$ cat config.mk
export PLATFORM = sky130hd
export DESIGN_NAME = ipe_error_unit
export DESIGN_NICKNAME = d
export VERILOG_FILES = /design/src/rtl/ipe_pkg.sv /design/src/rtl/ipe_ppg.sv /design/src/rtl/ipe_add_tree.sv /design/src/rtl/ipe_error_unit.sv
export SDC_FILE = /design/constraint.sdc
export NUM_CORES = 1
export LEC_CHECK = 0
export BUFFER_PORTS_ARGS = -buffer_cell sky130_fd_sc_hd__buf_2
export CAP_MARGIN = 25
export CORE_MARGIN = 2
export CORE_UTILIZATION = 40
export DETAILED_ROUTE_END_ITERATION = 10
export PLACE_DENSITY = 0.56
export RECOVER_POWER = 25
export SETUP_SLACK_MARGIN = 0.2
export SYNTH_ARGS = -nofsm -noshare
export SYNTH_HDL_FRONTEND = slang
export SYNTH_SLANG_ARGS = --single-unit
export TNS_END_PERCENT = 1
$ cat constraint.sdc
create_clock -name clk -period 6.55 [get_ports clk]
set_input_delay 1.965 -clock clk [delete_from_list [all_inputs] [get_ports clk]]
set_output_delay 1.965 -clock clk [all_outputs]
set_load 0.02 [all_outputs]
$ cat src/rtl/ipe_pkg.sv
package ipe_pkg;

  // One-hot decode of a 2-bit digit: bit0 -> value 1, bit1 -> value 2, bit2 -> value 3
  function automatic logic [2:0] digit_decode(input logic [1:0] u);
    digit_decode = {u == 2'd3, u == 2'd2, u == 2'd1};
  endfunction

  // Multiple of w selected by one radix-4 digit; the top digit is signed (1, -2, -1)
  function automatic longint digit_product(input longint w, input logic [1:0] u, input logic top);
    logic [2:0] sel;
    longint m1, m2, m3;
    sel = digit_decode(u);
    m1 = w;
    m2 = top ? -(w <<< 1) : (w <<< 1);
    m3 = top ? -w : 3 * w;
    digit_product = (sel[0] ? m1 : 64'sd0) | (sel[1] ? m2 : 64'sd0) | (sel[2] ? m3 : 64'sd0);
  endfunction

  // Clamp v into a signed range of the given width
  function automatic longint clamp_to(input longint v, input int bits);
    longint hi, lo;
    hi = (longint'(1) <<< (bits - 1)) - 1;
    lo = -hi - 1;
    if (v > hi) clamp_to = hi;
    else if (v < lo) clamp_to = lo;
    else clamp_to = v;
  endfunction

endpackage

$ cat src/rtl/ipe_ppg.sv
module ipe_ppg #(
  parameter int XW   = 8,
  parameter int WW   = 8,
  parameter int PP_W = WW + 2
) (
  input  logic signed [XW-1:0]   x_i,
  input  logic signed [WW-1:0]   w_i,
  output logic signed [PP_W-1:0] pp_o [XW/2]
);
  localparam int DIGITS = XW / 2;

  for (genvar j = 0; j < DIGITS; j++) begin : g_digit
    localparam bit IS_TOP = (j == DIGITS - 1);
    assign pp_o[j] = PP_W'(ipe_pkg::digit_product(longint'(w_i), x_i[2*j +: 2], IS_TOP));
  end
endmodule

$ cat src/rtl/ipe_add_tree.sv
// Binary tree over CNT inputs (power of two). Right children are shifted left by
// STEP bits per input in the left subtree: STEP=0 is a plain sum, STEP=2 merges
// radix-4 place values.
module ipe_add_tree #(
  parameter int CNT   = 4,
  parameter int IN_W  = 10,
  parameter int OUT_W = 12,
  parameter int STEP  = 0
) (
  input  logic signed [IN_W-1:0]  in_i [CNT],
  output logic signed [OUT_W-1:0] sum_o
);
  localparam int NODES = 2 * CNT - 1;

  logic signed [OUT_W-1:0] node [NODES];

  for (genvar i = 0; i < CNT; i++) begin : g_leaf
    assign node[CNT-1+i] = OUT_W'(in_i[i]);
  end

  for (genvar n = 0; n < CNT - 1; n++) begin : g_inner
    localparam int DEPTH = $clog2(n + 2) - 1;
    localparam int SH    = STEP * (CNT >> (DEPTH + 1));
    assign node[n] = node[2*n+1] + (node[2*n+2] <<< SH);
  end

  assign sum_o = node[0];
endmodule

$ cat src/rtl/ipe_error_unit.sv
module ipe_error_unit #(
  parameter int TAPS       = 4,
  parameter int XW         = 8,
  parameter int WW         = 8,
  parameter int DW         = 16,
  parameter int EW         = 16,
  parameter bit PIPE_TREE  = 1'b1,
  parameter bit PIPE_MERGE = 1'b1
) (
  input  logic                   clk,
  input  logic                   rst_n,
  input  logic signed [XW-1:0]   x_in,
  input  logic [TAPS*WW-1:0]     w_in,
  input  logic signed [DW-1:0]   d_in,
  output logic signed [EW-1:0]   err_out
);
  localparam int DIGITS   = XW / 2;
  localparam int LOG_TAPS = $clog2(TAPS);
  localparam int PP_W     = WW + 2;
  localparam int PL_W     = PP_W + LOG_TAPS;
  localparam int ACC_W    = WW + XW + LOG_TAPS;
  localparam int DIF_W    = ((ACC_W > DW) ? ACC_W : DW) + 1;
  localparam int LAT      = 2 + int'(PIPE_TREE) + int'(PIPE_MERGE);
  localparam int DLY      = LAT - 1;
  localparam logic signed [DIF_W-1:0] EMAX = DIF_W'((longint'(1) <<< (EW - 1)) - 1);
  localparam logic signed [DIF_W-1:0] EMIN = -EMAX - DIF_W'(1);

  // Input stage: sample delay line and weight register
  logic signed [XW-1:0] xr [TAPS];
  logic signed [WW-1:0] wr [TAPS];

  always_ff @(posedge clk) begin
    if (!rst_n) begin
      for (int k = 0; k < TAPS; k++) begin
        xr[k] <= '0;
        wr[k] <= '0;
      end
    end else begin
      xr[0] <= x_in;
      for (int k = 1; k < TAPS; k++) xr[k] <= xr[k-1];
      for (int k = 0; k < TAPS; k++) wr[k] <= w_in[k*WW +: WW];
    end
  end

  // Partial products, one generator per tap
  logic signed [PP_W-1:0] pp  [TAPS][DIGITS];
  logic signed [PP_W-1:0] col [DIGITS][TAPS];

  for (genvar k = 0; k < TAPS; k++) begin : g_tap
    ipe_ppg #(.XW(XW), .WW(WW), .PP_W(PP_W)) u_ppg (
      .x_i (xr[k]),
      .w_i (wr[k]),
      .pp_o(pp[k])
    );
    for (genvar j = 0; j < DIGITS; j++) begin : g_tr
      assign col[j][k] = pp[k][j];
    end
  end

  // Per-digit sums across taps
  logic signed [PL_W-1:0] pl_sum [DIGITS];
  logic signed [PL_W-1:0] pl_q   [DIGITS];

  for (genvar j = 0; j < DIGITS; j++) begin : g_place
    ipe_add_tree #(.CNT(TAPS), .IN_W(PP_W), .OUT_W(PL_W), .STEP(0)) u_place (
      .in_i (col[j]),
      .sum_o(pl_sum[j])
    );
  end

  if (PIPE_TREE) begin : g_tree_reg
    always_ff @(posedge clk) begin
      if (!rst_n) begin
        for (int j = 0; j < DIGITS; j++) pl_q[j] <= '0;
      end else begin
        for (int j = 0; j < DIGITS; j++) pl_q[j] <= pl_sum[j];
      end
    end
  end else begin : g_tree_wire
    for (genvar j = 0; j < DIGITS; j++) begin : g_pass
      assign pl_q[j] = pl_sum[j];
    end
  end

  // Shift-add merge by place value
  logic signed [ACC_W-1:0] y_comb, y_q;

  ipe_add_tree #(.CNT(DIGITS), .IN_W(PL_W), .OUT_W(ACC_W), .STEP(2)) u_merge (
    .in_i (pl_q),
    .sum_o(y_comb)
  );

  if (PIPE_MERGE) begin : g_merge_reg
    always_ff @(posedge clk) begin
      if (!rst_n) y_q <= '0;
      else        y_q <= y_comb;
    end
  end else begin : g_merge_wire
    assign y_q = y_comb;
  end

  // Desired-signal alignment
  logic signed [DW-1:0] d_sh [DLY];

  always_ff @(posedge clk) begin
    if (!rst_n) begin
      for (int i = 0; i < DLY; i++) d_sh[i] <= '0;
    end else begin
      d_sh[0] <= d_in;
      for (int i = 1; i < DLY; i++) d_sh[i] <= d_sh[i-1];
    end
  end

  // Error and saturation, with named events
  logic signed [DIF_W-1:0] diff_w;
  logic                    sat_hi_w, sat_lo_w;

  assign diff_w   = DIF_W'(d_sh[DLY-1]) - DIF_W'(y_q);
  assign sat_hi_w = diff_w > EMAX;
  assign sat_lo_w = diff_w < EMIN;

  always_ff @(posedge clk) begin
    if (!rst_n) err_out <= '0;
    else        err_out <= EW'(ipe_pkg::clamp_to(longint'(diff_w), EW));
  end
endmodule

==> impl_metrics.ini, run 1 <==
[logic_synthesis]
synth_cell_types = 61
ys.flop_type = dfxtp_1
synth_top_cells_by_count = inv_1 (256), dfxtp_1 (194), ha_1 (170), nand2_1 (146), and2_1 (141)
synth-edff-count = 0
yosysWarnings = 0
synth_top_area_cell = dfxtp_1
postSynthCellCount = 1928
synth_nets = 2260
avgSynthCellArea_um2 = 8.488
synth_seq_area_share_pct = 23.73
yosysMostFrequentCell = inv_1
synth_top_area_share_pct = 23.73
ys_seq_elements = 194
synthArstFlopShare_pct = 0
synth.area.top_cells = dfxtp_1 (24%), ha_1 (13%), fa_1 (13%)
syn_area_um2 = 16360

[timing]
min_period_ns = 5.433
hold_slack_ns = 0.4354
final-hold-violation-count = 0
rsz0062_at_grt = no
fin_setup_tns_ns = 0
relSlewSlack_pct = -52.21
clock_skew_ns = 0.01331
worst_slew_pin_slew_ns = 2.283
slew_viol_final = 66
clock.fmax_ghz = 0.1841
setup_viol = 0
finalCritPeriodShare_pct = 82.94

[die]
io_pins = 74
rows = 74
die-area_um2 = 42550
die_w_um = 206.3
initial_core_util_pct = 40.26
core-area_um2 = 40650
die_y_um = 206.3

[route]
drc = 0
vias = 12730
drtPass1Iterations = 5
drtIter0Drc = 753
routed_wl_mm = 45.72
antenna_left = 0
vias_per_cell = 5.138
wl_per_cell_um = 18.46

[clock_network]
path_clk_slew_ns = 0.09
cts_max_path_buffers = 2
hold_buffers = 0
cts_setup_buffers = 0
h-tree-depth = 4
root_buffer = clkbuf_16
cts_resized = 0
cts.sinks = 194
cts_tree = done
clock_latency_ns = 0.49
cts_made_buffers = 17

[cells_and_area]
syn2layout_area_growth_pct = 7.952
diodes = 0
fin_nets = 2264
final_core_utilization_pct = 43.46
n_fill_cell = 4134
final_layout_size_suffix_gt1_share_pct = 6.684

[setup_path]
cpMaxStageDelayCell = fa_1
max_stage_delay_ns = 0.57
timing.critical_path.fanout_max = 7
critical_path.cell_chain = inv_1 > ha_1 > ha_1 > inv_1 > fa_1 > mux2i_1 > a22o_1 > fa_1 > inv_1 > fa_1 > inv_1 > ha_1 > nor2b_1 > o21ai_0 > a21oi_1 > o21ai_0 > a21oi_1 > o211a_1 > or3_1 > a21oi_1
critPathLaunchType = register
critPathMostFrequentCell = inv_1
end_kind = register
worstSetupPathType = register to register
crit_arrival_ns = 5.84
crit_required_ns = 6.96

[run_status]
status = complete, but fails checks
failed_checks = capacitance limit, slew limit

[power_and_ir_drop]
power_density_nw_per_um2 = 211.8
leakage_nw = 8.164
ir_drop_mv = 0.1494

[placement]
gp_congestion = 0.9820
hpwl_mm = 37.39
portBuffers = 73

[global_routing]
grt_max_degree = 66
gr-total-overflow = 0
grt.total_usage_pct = 22.16
grt_pass1_vias = 12200
antenna_found_initial = 0
grt_pass1_wl_mm = 70.64

[flow_run]
drv_cap = 1

[worst_hold_path]
hold_class = register to register
[sequential cells by signal (all words and copies together) (netlist names)]
| name | flops |
|---|---|
| d_sh | 48 |
| pl_q | 48 |
| wr | 32 |
| xr | 32 |
| y_q | 18 |
| err_out | 16 |
[worst max-delay path: cells and delay by family (launching register included)]
kind / cells / cell delay (ns)
fa+ha+maj: 6 / 2.46
flops: 1 / 0.51
buf+inv: 4 / 0.39
compound gates: 7 / 1.36
mux: 1 / 0.10
simple gates: 2 / 0.53
[metrics by stage]
stage          cells  total power [W]  setup slack [ns]  cell area (um2)
6_report        2477         0.003741             1.117            17670
5_1_grt         2477         0.004007            0.7139            17670
4_1_cts         2477         0.003798             1.141            17670
3_5_place_dp    2445         0.002690             1.172            17070
3_3_place_gp    2443         0.002681             1.207            17050
2_1_floorplan   1928         0.002391             1.766            16360
[area by class of cell]
class / count / area, um2 / area share (%)
tap: 532 / 665.6 / 3.768
inverter: 257 / 964.7 / 5.461
timing repair buffer: 77 / 394.1 / 2.231
clock inverter: 15 / 177.7 / 1.006
multi-input combinational: 1385 / 11150 / 63.14
clock buffer: 17 / 425.4 / 2.408
sequential: 194 / 3884 / 21.98
[path summary, 6_finish.rpt]
path | from | end | slack (ns) | depth (start not counted)
max | wr[2][2] | pl_q[35] | 1.12 | 20
min | d_sh[0][16] | d_sh[0][32] | 0.44 | 1
max reg2reg | wr[2][2] | pl_q[35] | 1.12 | 20
min reg2reg | d_sh[0][16] | d_sh[0][32] | 0.44 | 1
[power breakdown]
group	total, W	switching (W)	internal, W
clock	0.00108	0.000563	0.000519
combinational	0.00126	0.000739	0.000522
sequential	0.00140	0.0000900	0.00131
[kinds of logic after synthesis]
family / after synthesis / synth area share [%]
flops: 194 / 23.73
buf+inv: 349 / 8.105
mux: 25 / 1.529
compound gates: 452 / 18.40
simple gates: 501 / 15.40
fa+ha+maj: 274 / 25.72
xor+xnor: 133 / 7.118
[routing by layer]
layer / wire length, um / vias up / track usage [%]
met5: 0 / - / 0
met4: 1244 / 0 / 8.163
met3: 1671 / 42 / 3.138
met2: 21980 / 269 / 37.45
met1: 20820 / 6036 / 28.69
li1: - / 6379 / -
[placed cells by master (no fill, tap or decap), drive strengths merged, types with 4 or more instances in the layout]
| master | count |
|---|---|
| inv | 264 |
| a31o | 4 |
| o21ai | 149 |
| nand2 | 146 |
| and2 | 141 |
| ha | 170 |
| or3 | 9 |
| mux2i | 25 |
| a21o | 45 |
| a22o | 52 |
| nor2 | 89 |
| xor2 | 34 |
| a31oi | 24 |
| clkbuf | 18 |
| fa | 104 |
| o21a | 6 |
| and3 | 5 |
| nor2b | 50 |
| clkinv | 5 |
| nand4 | 9 |
| nor3 | 19 |
| nand2b | 6 |
| nor3b | 5 |
| a22oi | 49 |
| buf | 76 |
| a21oi | 71 |
| xnor2 | 99 |
| nand3 | 16 |
| dfxtp | 194 |
| o211a | 5 |
| o21bai | 16 |
| o2111ai | 5 |
No activity file was read; power rests on OpenSTA's default activity.
==> inputs of run 2 (changes only) <==
PLACE_DENSITY = 0.58   (was 0.56)
clock period = 4.46 ns   (was 6.55 ns; I/O delays follow)
==> run 2 against run 1 <==
The flow finishes with violations (setup timing); sequential power is 42% higher; setup slack got worse by 1.4 ns; critical path depth is 2 higher; sequential share of layout area is 2.2 points lower; power rose by 53%; via count rose by 6.4%; maximum frequency grew 15%; final cell count up 8.7%; sequential cell count is the same; first-iteration DRC count is 9.7% higher; global-route usage rose by 0.45 points.
==> impl_metrics.ini, run 2 (same netlist as run 1, synthesis figures left out) <==
[placement]
portBuffers = 73
gp_congestion = 0.9739
dp_slack_ns = -0.2849
hpwl_mm = 38.66

[power_and_ir_drop]
p_int_w = 0.003609
p_total_w = 0.005732
ir_drop_mv = 0.2279
pwr-share-seq_pct = 34.7
p_sw_w = 0.002122
leakage_nw = 9.317
power_density_nw_per_um2 = 289.1
combPwrFrac_pct = 37.1
clkPwrFrac_pct = 28.1
p_sw_share_pct = 37.03

[die]
rows = 74
die-area_um2 = 42550
initial_core_util_pct = 40.26
die_w_um = 206.3
io_pins = 74
die_y_um = 206.3
core-area_um2 = 40650

[setup_path]
r2r_end = pl_q[47]
crit_buf_inv = 4
critical_path.cell_chain = inv_4 > ha_4 > ha_4 > fa_2 > a21oi_2 > nor2_1 > nor2_1 > o21bai_1 > a21oi_2 > xnor2_2 > buf_4 > a21o_1 > a22o_1 > fa_1 > inv_2 > fa_1 > inv_2 > ha_4 > a21o_1 > o211a_1 > or3_1 > a21oi_1
timing.rr.start = wr[1][1]
max_stage_delay_ns = 0.51
crit_required_ns = 4.88
path_delay_family = adder cells
critPathLaunchType = register
critPathMostFrequentCell = ha_4
reg2reg_depth = 22
end_kind = register
reg2reg_slack_ns = -0.25
worstSetupPathType = register to register
timing.critical_path.fanout_max = 4
crit_arrival_ns = 5.13
cpMaxStageDelayCell = fa_1

[cells_and_area]
n_fill_cell = 3931
final_cell_mix = inv_1 (242), buf_4 (218), dfxtp_1 (181)
final_common_cell = inv_1
syn2layout_area_growth_pct = 21.14
diodes = 0
reg_top3 = d_sh: 48 flops, pl_q: 48 flops
fin_nets = 2479
final_layout_size_suffix_gt1_share_pct = 20.28

[clock_network]
root_buffer = clkbuf_16
cts.sinks = 194
hold_buffers = 0
cts_made_buffers = 17
path_clk_slew_ns = 0.08
cts_max_path_buffers = 2
h-tree-depth = 4
clock_latency_ns = 0.49
cts_tree = done

[worst_hold_path]
hold_depth = 1
hp-start = d_sh[0][11]
worstHoldEndpoint = d_sh[0][27]
hold_class = register to register

[global_routing]
grt_pass1_vias = 13290
gr-total-overflow = 0
grt.total_usage_pct = 22.61
grt_max_degree = 74
antenna_found_initial = 0
grt_pass1_wl_mm = 72.38

[timing]
layout_setup_ws_ns = -0.2518
clock.fmax_ghz = 0.2122
finalCritPeriodShare_pct = 105.6
clock_skew_ns = 0.008379
relSlewSlack_pct = 42.60
setup_viol = 9
slew_viol_final = 0
final-hold-violation-count = 0
min_period_ns = 4.712
worst_slew_pin_slew_ns = 0.8592
rsz0062_at_grt = yes

[run_status]
failed_checks = setup timing
status = complete, but fails checks

[route]
drtPass1Iterations = 5
drc = 0
antenna_left = 0
drtIter0Drc = 826
routed_wl_mm = 46.86
vias_per_cell = 5.032
wl_per_cell_um = 17.41
vias = 13550

[flow_run]
drv_cap = 0
==> run 2: power groups by stage <==
stage	combinational (W)	clock [W]	sequential (W)
after floorplan	0.00143	0	0.00211
after CTS	0.00213	0.00167	0.00200
after global routing	0.00239	0.00172	0.00202
final	0.00213	0.00161	0.00199
after global placement	0.00206	0	0.00203
after detailed placement	0.00210	0	0.00204
==> run 2: metal layers <==
metal  GRT usage [%]  up-vias  share of wire, %
met3           3.816       75               3.9
met5               0        -                 0
li1                -     6815                 -
met2           39.54      282                49
met4           8.699        0               3.3
met1           27.68     6373                44
==> run 2: area by class of cell <==
class	instances	area, um2	share of cell area, %
clock inverters	15	180.2	0.9089
well taps	532	665.6	3.358
inverters	257	977.2	4.929
multi-input cells	1385	11630	58.68
clock buffers	17	425.4	2.146
repair buffers	292	2028	10.23
flip-flops and latches	194	3915	19.75
==> run 2: worst max path at each step <==
| stage | start | to | slack (ns) | cells past startpoint |
|---|---|---|---|---|
| 5_1_grt | wr[3][1] | pl_q[47] | -0.44 | 20 |
| 3_5_place_dp | wr[2][2] | pl_q[47] | -0.28 | 19 |
| 2_1_floorplan | wr[3][1] | pl_q[47] | 0.08 | 22 |
| 4_1_cts | wr[3][2] | pl_q[47] | -0.20 | 20 |
| 6_report | wr[1][1] | pl_q[47] | -0.25 | 22 |
| 3_3_place_gp | wr[3][2] | pl_q[35] | -0.24 | 20 |
==> run 2: stage by stage <==
step                      instances  utilization, %  cell area, um2  TNS [ns]  hold WS, ns
after floorplan                1928               -           16640         0       0.4119
after global placement         2656           46.56           18930    -1.391       0.4178
after detailed placement       2656           46.56           18930    -2.013       0.4186
after CTS                      2691           48.47           19700    -1.086       0.4378
after global routing           2692           48.77           19820    -3.747       0.4467
final                          2692           48.77           19820    -1.258       0.4355
==> run 2: worst register-to-register path, stage by stage, from the launching register on <==
cell and delay (ns):
dfxtp_4 0.38, inv_4 0.04, ha_4 0.23, ha_4 0.16, fa_2 0.41, a21oi_2 0.14
nor2_1 0.05, nor2_1 0.12, o21bai_1 0.10, a21oi_2 0.20, xnor2_2 0.13, buf_4 0.15
a21o_1 0.14, a22o_1 0.18, fa_1 0.51, inv_2 0.04, fa_1 0.51, inv_2 0.05
ha_4 0.21, a21o_1 0.19, o211a_1 0.21, or3_1 0.36, a21oi_1 0.12
==> run 2: what timing repair did <==
action | 4_1_cts | 5_1_grt
endpoints found under the setup margin | 17 | 24
buffers inserted | 3 | 1
gates resized for setup | 35 | 25
pin swaps | 25 | 24
